===== src/rtl/ecc_bitfix_pkg.sv =====
package ecc_bitfix_pkg;
  localparam int unsigned BLK_BYTES   = 512;
  localparam int unsigned BYTE_IDX_W  = $clog2(BLK_BYTES);
  localparam int unsigned BIT_IDX_W   = 3;
  localparam int unsigned ECC_W       = 24;
  localparam int unsigned DATA_W      = 8;

  typedef enum logic [1:0] {
    ST_CLEAN   = 2'd0,
    ST_FIXED   = 2'd1,
    ST_ECCONLY = 2'd2,
    ST_FATAL   = 2'd3
  } ecc_status_e;

  // every even/odd bit pair of a syndrome byte must differ
  function automatic logic f_pairs_ok(input logic [7:0] d);
    return ((d ^ (d >> 1)) & 8'h55) == 8'h55;
  endfunction

  function automatic logic f_one_hot(input logic [ECC_W-1:0] s);
    return (s != '0) && ((s & (s - 1'b1)) == '0);
  endfunction

  function automatic logic [BIT_IDX_W-1:0] f_bit_idx(input logic [ECC_W-1:0] s);
    return {s[23], s[21], s[19]};
  endfunction

  function automatic logic [BYTE_IDX_W-1:0] f_byte_idx(input logic [ECC_W-1:0] s);
    return {s[17], s[15], s[13], s[11], s[9], s[7], s[5], s[3], s[1]};
  endfunction

  function automatic ecc_status_e f_classify(input logic [ECC_W-1:0] stored,
                                             input logic [ECC_W-1:0] syn,
                                             input logic             ign_blank);
    if (syn == '0)
      return ST_CLEAN;
    else if (ign_blank && (stored == {ECC_W{1'b1}}))
      return ST_CLEAN;
    else if (f_pairs_ok(syn[7:0]) && f_pairs_ok(syn[15:8]) && f_pairs_ok(syn[23:16]))
      return ST_FIXED;
    else if (f_one_hot(syn))
      return ST_ECCONLY;
    else
      return ST_FATAL;
  endfunction
endpackage


===== src/rtl/ecc_syndrome_class.sv =====
module ecc_syndrome_class
  import ecc_bitfix_pkg::*;
(
  input  logic                  clk,
  input  logic                  rst_n,
  input  logic                  start_i,
  input  logic [ECC_W-1:0]      stored_ecc_i,
  input  logic [ECC_W-1:0]      calc_ecc_i,
  input  logic                  ignore_blank_i,
  input  logic                  fix_en_i,
  output logic                  res_valid_o,
  output ecc_status_e           res_status_o,
  output logic [BYTE_IDX_W-1:0] res_byte_o,
  output logic [BIT_IDX_W-1:0]  res_bit_o,
  output logic                  res_fix_o
);
  logic [ECC_W-1:0] syn;
  ecc_status_e      cls;
  logic             cls_fixed;

  assign syn       = stored_ecc_i ^ calc_ecc_i;
  assign cls       = f_classify(stored_ecc_i, syn, ignore_blank_i);
  assign cls_fixed = (cls == ST_FIXED);

  always_ff @(posedge clk or negedge rst_n) begin
    if (!rst_n) begin
      res_valid_o  <= 1'b0;
      res_status_o <= ST_CLEAN;
      res_byte_o   <= '0;
      res_bit_o    <= '0;
      res_fix_o    <= 1'b0;
    end else begin
      res_valid_o <= start_i;
      if (start_i) begin
        res_status_o <= cls;
        res_byte_o   <= cls_fixed ? f_byte_idx(syn) : '0;
        res_bit_o    <= cls_fixed ? f_bit_idx(syn)  : '0;
        res_fix_o    <= fix_en_i;
      end
    end
  end


  valid_follows_start_chk: assert property (@(posedge clk) disable iff (!rst_n)
    start_i |=> res_valid_o);

  valid_needs_start_chk: assert property (@(posedge clk) disable iff (!rst_n)
    !start_i |=> !res_valid_o);

  idx_zero_chk: assert property (@(posedge clk) disable iff (!rst_n)
    (res_valid_o && res_status_o != ST_FIXED) |-> (res_byte_o == '0 && res_bit_o == '0));
endmodule


===== src/rtl/ecc_fix_seq.sv =====
module ecc_fix_seq
  import ecc_bitfix_pkg::*;
(
  input  logic                  clk,
  input  logic                  rst_n,
  input  logic                  res_valid_i,
  input  ecc_status_e           res_status_i,
  input  logic [BYTE_IDX_W-1:0] res_byte_i,
  input  logic [BIT_IDX_W-1:0]  res_bit_i,
  input  logic                  res_fix_i,
  output logic                  mem_rd_o,
  output logic [BYTE_IDX_W-1:0] mem_addr_o,
  input  logic [DATA_W-1:0]     mem_rdata_i,
  output logic                  mem_wr_o,
  output logic [DATA_W-1:0]     mem_wdata_o,
  output logic                  fix_done_o
);
  typedef enum logic [1:0] {S_IDLE, S_RD, S_WR, S_DONE} seq_e;

  seq_e              st;
  logic [DATA_W-1:0] mask_q;
  logic              launch;

  assign launch = (st == S_IDLE) && res_valid_i && res_fix_i && (res_status_i == ST_FIXED);

  always_ff @(posedge clk or negedge rst_n) begin
    if (!rst_n) begin
      st         <= S_IDLE;
      mem_addr_o <= '0;
      mask_q     <= '0;
    end else begin
      case (st)
        S_IDLE: if (launch) begin
          st         <= S_RD;
          mem_addr_o <= res_byte_i;
          mask_q     <= DATA_W'(1) << res_bit_i;
        end
        S_RD:   st <= S_WR;
        S_WR:   st <= S_DONE;
        default: st <= S_IDLE;
      endcase
    end
  end

  assign mem_rd_o    = (st == S_RD);
  assign mem_wr_o    = (st == S_WR);
  assign fix_done_o  = (st == S_DONE);
  assign mem_wdata_o = mem_rdata_i ^ mask_q;


  rd_then_wr_chk: assert property (@(posedge clk) disable iff (!rst_n)
    mem_rd_o |=> mem_wr_o);

  wr_same_addr_chk: assert property (@(posedge clk) disable iff (!rst_n)
    mem_wr_o |-> (mem_addr_o == $past(mem_addr_o)));

  wr_then_done_chk: assert property (@(posedge clk) disable iff (!rst_n)
    mem_wr_o |=> fix_done_o);

  no_spurious_rd_chk: assert property (@(posedge clk) disable iff (!rst_n)
    (!fix_done_o && !mem_rd_o && !mem_wr_o &&
     !(res_valid_i && res_fix_i && res_status_i == ST_FIXED)) |=> !mem_rd_o);

  one_phase_chk: assert property (@(posedge clk) disable iff (!rst_n)
    $onehot0({mem_rd_o, mem_wr_o, fix_done_o}));
endmodule


===== src/rtl/ecc_bitfix_top.sv =====
module ecc_bitfix_top
  import ecc_bitfix_pkg::*;
(
  input  logic        clk,
  input  logic        rst_n,
  input  logic        start_i,
  input  logic [23:0] stored_ecc_i,
  input  logic [23:0] calc_ecc_i,
  input  logic        ignore_blank_i,
  input  logic        fix_en_i,
  output logic        result_valid_o,
  output logic [1:0]  status_o,
  output logic [8:0]  byte_idx_o,
  output logic [2:0]  bit_idx_o,
  output logic        mem_rd_o,
  output logic [8:0]  mem_addr_o,
  input  logic [7:0]  mem_rdata_i,
  output logic        mem_wr_o,
  output logic [7:0]  mem_wdata_o,
  output logic        fix_done_o
);
  ecc_status_e           cls_status;
  logic [BYTE_IDX_W-1:0] cls_byte;
  logic [BIT_IDX_W-1:0]  cls_bit;
  logic                  cls_fix;

  ecc_syndrome_class u_class (
    .clk            (clk),
    .rst_n          (rst_n),
    .start_i        (start_i),
    .stored_ecc_i   (stored_ecc_i),
    .calc_ecc_i     (calc_ecc_i),
    .ignore_blank_i (ignore_blank_i),
    .fix_en_i       (fix_en_i),
    .res_valid_o    (result_valid_o),
    .res_status_o   (cls_status),
    .res_byte_o     (cls_byte),
    .res_bit_o      (cls_bit),
    .res_fix_o      (cls_fix)
  );

  ecc_fix_seq u_seq (
    .clk          (clk),
    .rst_n        (rst_n),
    .res_valid_i  (result_valid_o),
    .res_status_i (cls_status),
    .res_byte_i   (cls_byte),
    .res_bit_i    (cls_bit),
    .res_fix_i    (cls_fix),
    .mem_rd_o     (mem_rd_o),
    .mem_addr_o   (mem_addr_o),
    .mem_rdata_i  (mem_rdata_i),
    .mem_wr_o     (mem_wr_o),
    .mem_wdata_o  (mem_wdata_o),
    .fix_done_o   (fix_done_o)
  );

  assign status_o   = cls_status;
  assign byte_idx_o = cls_byte;
  assign bit_idx_o  = cls_bit;


  eccfault_no_access_chk: assert property (@(posedge clk) disable iff (!rst_n)
    (result_valid_o && status_o == 2'd2 && !mem_rd_o && !mem_wr_o && !fix_done_o) |=> !mem_rd_o);
endmodule


===== config.mk =====
export PLATFORM = sky130hd
export DESIGN_NAME = ecc_bitfix_top
export DESIGN_NICKNAME = d
export VERILOG_FILES = /design/src/rtl/ecc_bitfix_pkg.sv /design/src/rtl/ecc_syndrome_class.sv /design/src/rtl/ecc_fix_seq.sv /design/src/rtl/ecc_bitfix_top.sv
export SDC_FILE = /design/constraint.sdc
export NUM_CORES = 1
export LEC_CHECK = 0
export BUFFER_PORTS_ARGS = -buffer_cell sky130_fd_sc_hd__clkbuf_2
export CAP_MARGIN = 20
export CORE_UTILIZATION = 40
export DETAILED_ROUTE_END_ITERATION = 8
export PLACE_DENSITY = 0.68
export SKIP_LAST_GASP = 1
export SLEW_MARGIN = 10
export SYNTH_ARGS = -nofsm -noshare
export SYNTH_HDL_FRONTEND = slang
export SYNTH_SLANG_ARGS = --single-unit

===== constraint.sdc =====
create_clock -name clk -period 3 [get_ports clk]
set_input_delay 0.45 -clock clk [delete_from_list [all_inputs] [get_ports clk]]
set_output_delay 0.45 -clock clk [all_outputs]
set_load 0.01 [all_outputs]

# Word level (Yosys, flattened, before mapping)

Index checks and enable logic that the tools add are counted.
W data, S select, Z words.

Register bits after elaboration: 35
Logic and storage cells: 46
Output and inout bits: 35

Bitwise logic cells: 6
Muxes and demuxes: 8
Reduce and logical (&&, ||, !) cells: 12
Add/sub/neg operators: 1
Eq/ne operators: 10
Shift-type cells: 1

Operators by type and width:

| operator                | number |
|---|---|
| $logic_not A24 Y1       | 2 |
| $and A24 B24 Y24        | 1 |
| $eq A24 B24 Y1 const B  | 1 |
| $reduce_bool A24 Y1     | 1 |
| $sub A24 B1 Y24 const B | 1 |
| $xor A24 B24 Y24        | 1 |
| $xor A7 B7 Y7           | 3 |
| $eq A4 B4 Y1 const B    | 3 |
| $mux W9                 | 1 |
| $mux W2                 | 4 |
| $shl A1 B3 Y8 const A   | 1 |
| $xor A8 B8 Y8           | 1 |
| $logic_and A1 B1 Y1     | 7 |
| $eq A2 B1 Y1 const B    | 3 |
| $pmux W2 S3             | 1 |
| $eq A2 B2 Y1 const B    | 2 |
| $mux W3                 | 1 |
| $logic_not A2 Y1        | 1 |
| $ne A2 B1 Y1 const B    | 1 |
| $reduce_and A2 Y1       | 1 |
| $mux W1                 | 1 |

# Longest topological paths before layout

Gate-level depths: netlist of run 1.

Depth in word-level cells: 11
Mapped depth: 10
Gate-level depth less buffers: 10

# Modules after synthesis

Synthesis of run 1 repeated with hierarchy kept, for this count alone.

Cells, all modules: 266
Area total of the unflattened synthesis: 2592.5 µm²

Modules (own cells, without submodules):

| module             | area an instance (µm²) | seq. area each (µm²) | instances | cells an instance |
|---|---|---|---|---|
| ecc_syndrome_class | 1637.8                 | 400.4                | 1         | 199 |
| ecc_fix_seq        | 954.7                  | 475.5                | 1         | 67 |

# Least setup slack after synthesis of run 1

OpenSTA, ideal clock, no wires.

Path type: input to register
Start point: input port calc_ecc_i[15]
End point: register u_class.res_status_o[0]
Required time: 2.863 ns
Cell stages on the path: 8
Setup slack: 0.064 ns
Data arrival time: 2.799 ns
Cells stage by stage: xnor2_1 ha_1 nor2_1 or4b_1 or3_1 or4_4 nor4_2 a32oi_1

Longest elaborated chain between the ends: 9
Elaborated cells between the ends (all ways): 15
Those cells by class: 1 x add/sub; 1 x eq/ne; 4 x mux; 3 x bitwise; 6 x reduce/logical

RTL lines:

| item                 | line                     | RTL |
|---|---|---|
| from (decl)          | ecc_bitfix_top.sv:8      | `input logic [23:0] calc_ecc_i,` |
| $xor A24 B24 Y24 *   | ecc_syndrome_class.sv:21 | `assign syn = stored_ecc_i ^ calc_ecc_i;` |
| $sub A24 B1 Y24      | ecc_bitfix_pkg.sv:21     | `return (s != '0) && ((s & (s - 1'b1)) == '0);` |
| $and A24 B24 Y24     | ecc_bitfix_pkg.sv:21     |  |
| $logic_not A24 Y1    | ecc_bitfix_pkg.sv:21     |  |
| $logic_and A1 B1 Y1  | ecc_bitfix_pkg.sv:21     |  |
| $mux W1              | ecc_bitfix_pkg.sv:41     | `else if (f_one_hot(syn))` |
| $mux W2              | ecc_bitfix_pkg.sv:39     | `else if (f_pairs_ok(syn[7:0]) && f_pairs_ok(syn[15:8]) && f_pairs_ok(syn[23:16]))` |
| $mux W2              | ecc_bitfix_pkg.sv:37     | `else if (ign_blank && (stored == {ECC_W{1'b1}}))` |
| $mux W2 *            | ecc_bitfix_pkg.sv:35     | `if (syn == '0)` |
| to (signal assigned) | ecc_syndrome_class.sv:35 | `res_status_o <= cls;` |
| to (decl)            | ecc_syndrome_class.sv:12 | `output ecc_status_e res_status_o,` |

Every way passes the cells marked *; elsewhere a longest branch is shown, timed or not.
A chain may end at the register's enable or synchronous reset.

# Worst setup path in the final report of run 1

Start point: input port stored_ecc_i[4]
End point: register u_class.res_status_o[0]

Longest elaborated chain between the ends: 9
Elaborated cells between the ends (all ways): 17
Those cells by class: 1 x add/sub; 2 x eq/ne; 4 x mux; 3 x bitwise; 7 x reduce/logical

RTL lines:

| item                | line                     | RTL |
|---|---|---|
| from (decl)         | ecc_bitfix_top.sv:7      | `input logic [23:0] stored_ecc_i,` |
| $xor A24 B24 Y24    | ecc_syndrome_class.sv:21 |  |
| $sub A24 B1 Y24     | ecc_bitfix_pkg.sv:21     |  |
| $and A24 B24 Y24    | ecc_bitfix_pkg.sv:21     |  |
| $logic_not A24 Y1   | ecc_bitfix_pkg.sv:21     |  |
| $logic_and A1 B1 Y1 | ecc_bitfix_pkg.sv:21     |  |
| $mux W1             | ecc_bitfix_pkg.sv:41     |  |
| $mux W2             | ecc_bitfix_pkg.sv:39     |  |
| $mux W2             | ecc_bitfix_pkg.sv:37     |  |
| $mux W2 *           | ecc_bitfix_pkg.sv:35     |  |

Marks and branches as above.

==> results.sh, run 1 <==
export IMPL_vdd_ir_drop_worst_uv=280
export IMPL_io_pin_count=96
export IMPL_reg2reg_from="u_class.res_status_o[0]"
export IMPL_cp_data_arrival_time_ns=2.85
export IMPL_syn_inst=257
export IMPL_diodes=0
export IMPL_placedInstanceArea_um2=3150
export IMPL_numCtsBuffers=5
export IMPL_cts_htree_levels=2
export IMPL_wl_per_cell_um=14.2
export IMPL_cp_top_family="simple AND/OR/NAND/NOR gates"
export IMPL_r2r_end="u_class.res_status_o[0]"
export IMPL_wl_mm=6.42
export IMPL_yosysWarnings=0
export IMPL_hold_path_class="input pin to async pin"
export IMPL_antenna_found_initial=0
export IMPL_skew_ns=0.00417
export IMPL_cts_num_sinks=35
export IMPL_synth_net_count=338
export IMPL_cts_tree="yes"
export IMPL_ys_flop_type="dfrtp_1"
export IMPL_setup_viol=0
export IMPL_synth_enable_flop_cells=0
export IMPL_endpoint_kind="flip-flop"
export IMPL_fin_util_pct=57.6
export IMPL_synth_cell_type_count=47
export IMPL_clk_pin_slew_ns=0.07
export IMPL_tns_ns=0
export IMPL_drc=0
export IMPL_ys_seq_area_share_pct=36.1
export IMPL_p_per_area_nw_per_um2=433
export IMPL_finalCriticalPeriod_ns=2.70
export IMPL_area_delta_synth_final_pct=34.9
export IMPL_synth_seq_cells=35
export IMPL_cp_slowest_stage_delay_ns=0.51
export IMPL_syn_area_per_cell_um2=9.44
export IMPL_critical_path_peak_fanout=4
export IMPL_layout_commonest_cell="clkbuf_2"
export IMPL_cellLeakagePower_nw=1.63
export IMPL_finalWeightedCongestion=0.963
export IMPL_async_flop_share_pct=100
export IMPL_via_per_inst=5.28
export IMPL_rows=27
export IMPL_initial_core_util_pct=42.7
export IMPL_root_buffer="clkbuf_8"
export IMPL_nFillCells=555
export IMPL_finalHoldViolCount=0
export IMPL_syn_cell_area_um2=2420
export IMPL_grt_pass1_wl_mm=10.4
export IMPL_drtAntennaViolNets=0
export IMPL_critical_path_class="input pin to flip-flop"
export IMPL_drv_cap=0
export IMPL_post_cts_buffers=0
export IMPL_die_x_um=79.9
export IMPL_grt_pass1_vias=2262
export IMPL_critical_path_buf_inv_count=2
export IMPL_layout_drive_gt1_share_pct=38.0
export IMPL_dr_first_iter_drc_count=90
export IMPL_cts_resized=0
export IMPL_worst_r2r_cell_count=6
export IMPL_tightest_slew_ns=0.849
export IMPL_post_dp_hpwl_mm=5.44
export IMPL_cp_required_ns=3.15
export IMPL_crit_path_start_kind="input pin"
export IMPL_rsz0062_at_grt="no"
export IMPL_clk_latency_ns=0.28
export IMPL_mostFrequentLayoutCells="clkbuf_2 (95), dfrtp_1 (35), nand2_1 (26), buf_4 (25), inv_1 (24)"
export IMPL_slowest_stage="or4_4"
export IMPL_die_area_um2=6380
export IMPL_slew_viol_final=0
export IMPL_crit_chain="clkbuf_2, xor2_1, inv_1, ha_1, nand4_1, nor3_2, o21bai_4, or3_1, or4_4, nor4_2, a32oi_1"
export IMPL_nNetsFinal=459
export IMPL_r2r_slack_ns=0.66
export IMPL_slew_headroom_pct=43.4
export IMPL_timing_fmax_ghz=0.371
export IMPL_fin_area_um2=3270
export IMPL_port_buffers=95
export IMPL_overflow=0
export IMPL_via_count=2383
export IMPL_dr_pass1_iters=5
export IMPL_grt_usage_pct=21.3
export IMPL_cts_buffer_depth=2
export IMPL_status="finished clean"
export IMPL_dieHeight_um=79.9
export IMPL_grt_max_degree=36
export IMPL_coreArea_um2=5680
export IMPL_cp_depth=11
export IMPL_fin_crit_sh_pct=89.8
export IMPL_cts_hold_buffers=0
==> through the flow <==
step | total power, mW | setup WS (ns) | std cells | hold WS (ns)
global route | 1.50 | 0.196 | 451 | 0.331
floorplan | 0.782 | 0.0643 | 257 | 0.154
finish | 1.42 | 0.305 | 451 | 0.260
CTS | 1.43 | 0.323 | 451 | 0.292
detailed placement | 0.989 | 0.0175 | 443 | 0.476
global placement | 0.979 | 0.0728 | 443 | 0.461
==> sequential cells by signal, indices dropped and copies added (netlist names) <==
name,flops
u_class.res_fix_o,1
u_class.res_byte_o,9
u_seq.mask_q,8
u_seq.mem_addr_o,9
u_class.res_valid_o,1
u_class.res_bit_o,3
u_class.res_status_o,2
u_seq.st,2
==> cell usage after synthesis (all sizes together), types with 3 or more instances <==
cell    number  share of area, %
nand3       10               2.3
nor2         4              0.62
o21ai       16               3.3
ha          20                10
o41ai        6               2.2
nand4       13               3.4
a21oi        8               1.7
xor2        14               5.1
xnor2       18               8.5
inv         27               4.2
nand2       26               4.0
nor3         3              0.83
clkbuf       6              0.98
nor4         5               1.5
dfrtp       35                36
o22ai       15               3.9
==> cell type report <==
| type | instances | area (um^2) | area share (%) |
|---|---|---|---|
| inverter | 27 | 101 | 3.10 |
| timing repair buffer | 120 | 663 | 20.3 |
| clock inverter | 2 | 35.0 | 1.07 |
| clock buffer | 6 | 82.6 | 2.52 |
| tap | 72 | 90.1 | 2.75 |
| sequential | 35 | 876 | 26.8 |
| multi-input combinational | 189 | 1420 | 43.5 |
==> worst max path at each step <==
stage	startpoint	endpoint
floorplan	calc_ecc_i[15]	u_class.res_status_o[0]
global placement	calc_ecc_i[1]	u_class.res_status_o[0]
detailed placement	calc_ecc_i[1]	u_class.res_status_o[0]
CTS	calc_ecc_i[1]	u_class.res_status_o[0]
global route	stored_ecc_i[5]	u_class.res_status_o[0]
finish	stored_ecc_i[4]	u_class.res_status_o[0]
==> worst register-to-register path, stage by stage (launching register included) <==
cell	delay [ns]
dfrtp_1	0.39
or2b_4	0.21
or4b_1	0.41
or3_1	0.31
or4_4	0.51
nor4_2	0.25
a32oi_1	0.13
==> routing by layer <==
layer	wire (um)	up-vias	GRT usage [%]	share of wire, %
met5	0	-	0	0
met4	160	0	9.11	2.5
met3	366	12	2.97	5.7
met2	3070	93	35.0	48
met1	2820	1091	27.7	44
li1	-	1187	-	-
==> power breakdown <==
group,switching [mW],internal [mW],total (mW)
logic,0.253,0.206,0.459
clock network,0.167,0.269,0.436
registers,0.0220,0.499,0.521
total,0.442,0.973,1.42
==> cells by family after synthesis <==
logic type               count (synthesis)  share of synthesized area (%)
adder cells (fa/ha/maj)                 20                           10.3
flip-flops                              35                           36.1
AND/OR/NAND/NOR                         71                           16.1
XOR/XNOR                                32                           13.6
AO/OA/AOI/OAI                           65                           18.3
buffers and inverters                   33                           5.16
multiplexers                             1                          0.464
Note: power is estimated with default switching activity, not from simulation.
==> run 2: changes to the inputs <==
BUFFER_PORTS_ARGS = -buffer_cell sky130_fd_sc_hd__buf_2   (was -buffer_cell sky130_fd_sc_hd__clkbuf_2)
clock period = 3.1 ns   (was 3 ns; I/O delays follow)
==> results.sh, run 2 (synthesis results as in run 1) <==
export IMPL_power_mw=1.34
export IMPL_endpoint_kind="flip-flop"
export IMPL_nNetsFinal=459
export IMPL_dr_first_iter_drc_count=77
export IMPL_cts_buffer_depth=2
export IMPL_rows=27
export IMPL_via_per_inst=5.31
export IMPL_fin_util_pct=57.6
export IMPL_whs_ns=0.247
export IMPL_hold_path_class="input pin to async pin"
export IMPL_post_cts_buffers=0
export IMPL_grt_max_degree=36
export IMPL_tns_ns=0
export IMPL_wl_mm=6.39
export IMPL_skew_ns=0.00943
export IMPL_cp_required_ns=3.25
export IMPL_p_per_area_nw_per_um2=411
export IMPL_slew_headroom_pct=46.7
export IMPL_reg_top3="u_class.res_byte_o x9, u_seq.mem_addr_o x9, u_seq.mask_q x8"
export IMPL_io_pin_count=96
export IMPL_via_count=2393
export IMPL_critical_path_peak_fanout=4
export IMPL_root_buffer="clkbuf_8"
export IMPL_drv_cap=0
export IMPL_clk_latency_ns=0.28
export IMPL_final_cells=451
export IMPL_rsz0062_at_grt="no"
export IMPL_port_buffers=95
export IMPL_tightest_slew_ns=0.798
export IMPL_clk_pin_slew_ns=0.08
export IMPL_critical_path_class="input pin to flip-flop"
export IMPL_grt_pass1_vias=2234
export IMPL_cellLeakagePower_nw=1.63
export IMPL_dr_pass1_iters=4
export IMPL_diodes=0
export IMPL_post_dp_hpwl_mm=5.37
export IMPL_grt_usage_pct=20.9
export IMPL_nFillCells=530
export IMPL_dieHeight_um=79.9
export IMPL_cts_htree_levels=2
export IMPL_fin_area_um2=3270
export IMPL_cts_tree="yes"
export IMPL_drc=0
export IMPL_drtAntennaViolNets=0
export IMPL_cts_hold_buffers=0
export IMPL_dp_cells=443
export IMPL_slew_viol_final=0
export IMPL_fin_ws_ns=0.396
export IMPL_vdd_ir_drop_worst_uv=258
export IMPL_die_area_um2=6380
export IMPL_area_delta_synth_final_pct=34.7
export IMPL_layout_drive_gt1_share_pct=38.0
export IMPL_finalWeightedCongestion=0.978
export IMPL_r2r_slack_ns=0.75
export IMPL_mostFrequentLayoutCells="buf_2 (95), dfrtp_1 (35), nand2_1 (26), buf_4 (25), inv_1 (24)"
export IMPL_overflow=0
export IMPL_finalHoldViolCount=0
export IMPL_cts_resized=0
export IMPL_crit_path_start_kind="input pin"
export IMPL_status="finished clean"
export IMPL_cts_num_sinks=35
export IMPL_cp_data_arrival_time_ns=2.86
export IMPL_timing_fmax_ghz=0.370
export IMPL_wl_per_cell_um=14.2
export IMPL_coreArea_um2=5680
export IMPL_die_x_um=79.9
export IMPL_numCtsBuffers=5
export IMPL_dp_slack_ns=0.0731
export IMPL_setup_viol=0
export IMPL_antenna_found_initial=0
export IMPL_fin_crit_sh_pct=87.2
export IMPL_finalCriticalPeriod_ns=2.70
export IMPL_initial_core_util_pct=42.7
export IMPL_placedInstanceArea_um2=3150
export IMPL_layout_commonest_cell="buf_2"
export IMPL_worst_r2r_cell_count=6
export IMPL_grt_pass1_wl_mm=10.4
## run 2: layout make-up
| class | instances | area [um^2] | share of cell area (%) |
|---|---|---|---|
| Multi-Input combinational cell | 189 | 1420 | 43.6 |
| Sequential cell | 35 | 876 | 26.8 |
| Inverter | 27 | 101 | 3.10 |
| Clock buffer | 5 | 68.8 | 2.11 |
| Clock inverter | 3 | 43.8 | 1.34 |
| Tap cell | 72 | 90.1 | 2.76 |
| Timing Repair Buffer | 120 | 663 | 20.3 |
## run 2: worst paths after layout
check,start,endpoint
max,calc_ecc_i[5],u_class.res_status_o[0]
min,rst_n,u_seq.mask_q[0]
max reg2reg,u_class.res_status_o[0],u_class.res_status_o[0]
min reg2reg,u_seq.mem_addr_o[8],u_seq.mem_addr_o[8]
max in group asynchronous,rst_n,u_class.res_byte_o[6]
min in group clk,fix_en_i,u_class.res_fix_o
## run 2: report_power, final
group	switching [mW]	internal [mW]	leakage, nW
combinational	0.242	0.198	1.10
sequential	0.0216	0.483	0.473
clock	0.161	0.239	0.0581
total	0.424	0.919	1.63
## run 2: critical path, cell delays in order
cell and delay, ns:
buf_2 0.10, xor2_1 0.27, inv_1 0.16, ha_1 0.32, nand4_1 0.11, nor3_2 0.06
o21bai_4 0.16, or3_1 0.34, or4_4 0.51, nor4_2 0.24, a32oi_1 0.12
## run 2: routing by layer
layer  vias to the layer above  global-route usage, %  share of wire, %
met5                         -                      0                 0
met1                      1080                   26.6                44
met3                        14                   2.86               6.5
met2                       115                   34.1                47
met4                         0                   11.6               3.1
li1                       1184                      -                 -
==> run 3: changes to the inputs <==
MAX_ROUTING_LAYER = met4   (was not set)
==> results.sh, run 3 (synthesis results as in run 1) <==
export IMPL_hold_path_class="input pin to async pin"
export IMPL_tightest_slew_ns=0.775
export IMPL_post_dp_hpwl_mm=5.39
export IMPL_p_seq_share_pct=37.2
export IMPL_crit_path_start_kind="input pin"
export IMPL_via_per_inst=5.35
export IMPL_regArea_um2=876
export IMPL_via_count=2412
export IMPL_dr_first_iter_drc_count=101
export IMPL_drc=0
export IMPL_cp_data_arrival_time_ns=2.87
export IMPL_p_per_area_nw_per_um2=414
export IMPL_antenna_found_initial=0
export IMPL_grt_max_degree=36
export IMPL_mostFrequentLayoutCells="buf_2 (95), dfrtp_1 (35), nand2_1 (26), buf_4 (25), inv_1 (24)"
export IMPL_dieHeight_um=79.9
export IMPL_port_buffers=95
export IMPL_critical_path_peak_fanout=5
export IMPL_endpoint_kind="flip-flop"
export IMPL_post_cts_buffers=0
export IMPL_vdd_ir_drop_worst_uv=236
export IMPL_critical_path_class="input pin to flip-flop"
export IMPL_finalCriticalPeriod_ns=2.72
export IMPL_swShare_pct=32.0
export IMPL_p_sw_mw=0.432
export IMPL_cts_num_sinks=35
export IMPL_drt_met1_wl_mm=2.92
export IMPL_r2r_slack_ns=0.73
export IMPL_clockPowerShare_pct=29.9
export IMPL_clk_latency_ns=0.28
export IMPL_grt_usage_pct=21.8
export IMPL_cts_htree_levels=2
export IMPL_finalHoldViolCount=0
export IMPL_cellLeakagePower_nw=1.63
export IMPL_cts_buffer_depth=2
export IMPL_dr_pass1_iters=4
export IMPL_cts_resized=0
export IMPL_layout_drive_gt1_share_pct=38.0
export IMPL_initial_core_util_pct=42.7
export IMPL_multi_input_area_um2=1420
export IMPL_finalWeightedCongestion=0.994
export IMPL_rows=27
export IMPL_fin_crit_sh_pct=87.6
export IMPL_worst_r2r_cell_count=6
export IMPL_root_buffer="clkbuf_8"
export IMPL_die_x_um=79.9
export IMPL_power_mw=1.35
export IMPL_numCtsBuffers=5
export IMPL_nFillCells=526
export IMPL_coreArea_um2=5680
export IMPL_reg2reg_from="u_class.res_status_o[0]"
export IMPL_p_comb_share_pct=32.8
export IMPL_wl_met3_um=355
export IMPL_drv_cap=0
export IMPL_status="finished clean"
export IMPL_drtAntennaViolNets=0
export IMPL_slew_viol_final=0
export IMPL_wl_mm=6.50
export IMPL_skew_ns=0.0102
export IMPL_reg_top3="u_class.res_byte_o x9, u_seq.mem_addr_o x9, u_seq.mask_q x8"
export IMPL_timing_fmax_ghz=0.368
export IMPL_highest_layer="met4"
export IMPL_cp_required_ns=3.25
export IMPL_p_int_mw=0.920
export IMPL_io_pin_count=96
export IMPL_cts_tree="yes"
export IMPL_area_delta_synth_final_pct=34.7
export IMPL_diodes=0
export IMPL_grt_pass1_wl_mm=10.5
export IMPL_clk_pin_slew_ns=0.08
export IMPL_nNetsFinal=459
export IMPL_die_area_um2=6380
export IMPL_slew_headroom_pct=48.2
export IMPL_r2r_end="u_class.res_status_o[0]"
export IMPL_rsz0062_at_grt="no"
export IMPL_overflow=0
export IMPL_cts_hold_buffers=0
export IMPL_wl_per_cell_um=14.4
export IMPL_grt_pass1_vias=2329
export IMPL_tns_ns=0
export IMPL_setup_viol=0
export IMPL_route_met2_wl_mm=3.02
export IMPL_layout_commonest_cell="buf_2"
run 3: cell counts in the layout (fill, tap and decap cells not counted):
Identical to the previous run, type by type.
run 3: worst max-delay path: stages:
cell and delay, ns:
buf_2 0.10, xnor2_1 0.38, ha_1 0.33, nand4_1 0.14, nor3_2 0.06, o21bai_4 0.16, or3_1 0.34, or4_4 0.51
nor4_2 0.25, a32oi_1 0.12
run 3: per-stage QoR:
stage / instances / util [%] / cell area [um^2] / hold slack (ns) / worst slack, ns
after floorplan: 257 / - / 2420 / 0.169 / 0.149
after global placement: 443 / 55.6 / 3150 / 0.455 / 0.142
after detailed placement: 443 / 55.6 / 3150 / 0.467 / 0.0684
after CTS: 451 / 57.6 / 3270 / 0.269 / 0.374
after global routing: 451 / 57.6 / 3270 / 0.312 / 0.287
final: 451 / 57.6 / 3270 / 0.247 / 0.384
run 3: how the worst max path moves through the flow:
| stage | end | cells past startpoint | startpoint |
|---|---|---|---|
| after floorplan | u_class.res_status_o[0] | 8 | calc_ecc_i[15] |
| after global placement | u_class.res_status_o[0] | 9 | calc_ecc_i[19] |
| after detailed placement | u_class.res_status_o[0] | 9 | calc_ecc_i[19] |
| after CTS | u_class.res_status_o[0] | 9 | calc_ecc_i[19] |
| after global routing | u_class.res_status_o[0] | 11 | stored_ecc_i[5] |
| final | u_class.res_status_o[0] | 10 | calc_ecc_i[12] |
run 3: power groups by stage:
stage	sequential [mW]	combinational (mW)	clock, mW
6_report	0.503	0.444	0.405
5_1_grt	0.508	0.492	0.431
4_1_cts	0.503	0.444	0.418
3_5_place_dp	0.512	0.443	0
3_3_place_gp	0.511	0.435	0
2_1_floorplan	0.511	0.245	0
run 3: cell type report:
| cell class | count | area share, % |
|---|---|---|
| Clock buffer | 5 | 2.11 |
| Sequential cell | 35 | 26.8 |
| Clock inverter | 3 | 1.34 |
| Multi-Input combinational cell | 189 | 43.6 |
| Inverter | 27 | 3.10 |
| Tap cell | 72 | 2.76 |
| Timing Repair Buffer | 120 | 20.3 |
run 3: metal layers:
metal | GRT usage, % | vias to the layer above
met4 | 11.4 | 0
met2 | 35.1 | 103
met5 | - | -
met3 | 3.09 | 18
li1 | - | 1181
met1 | 26.5 | 1110
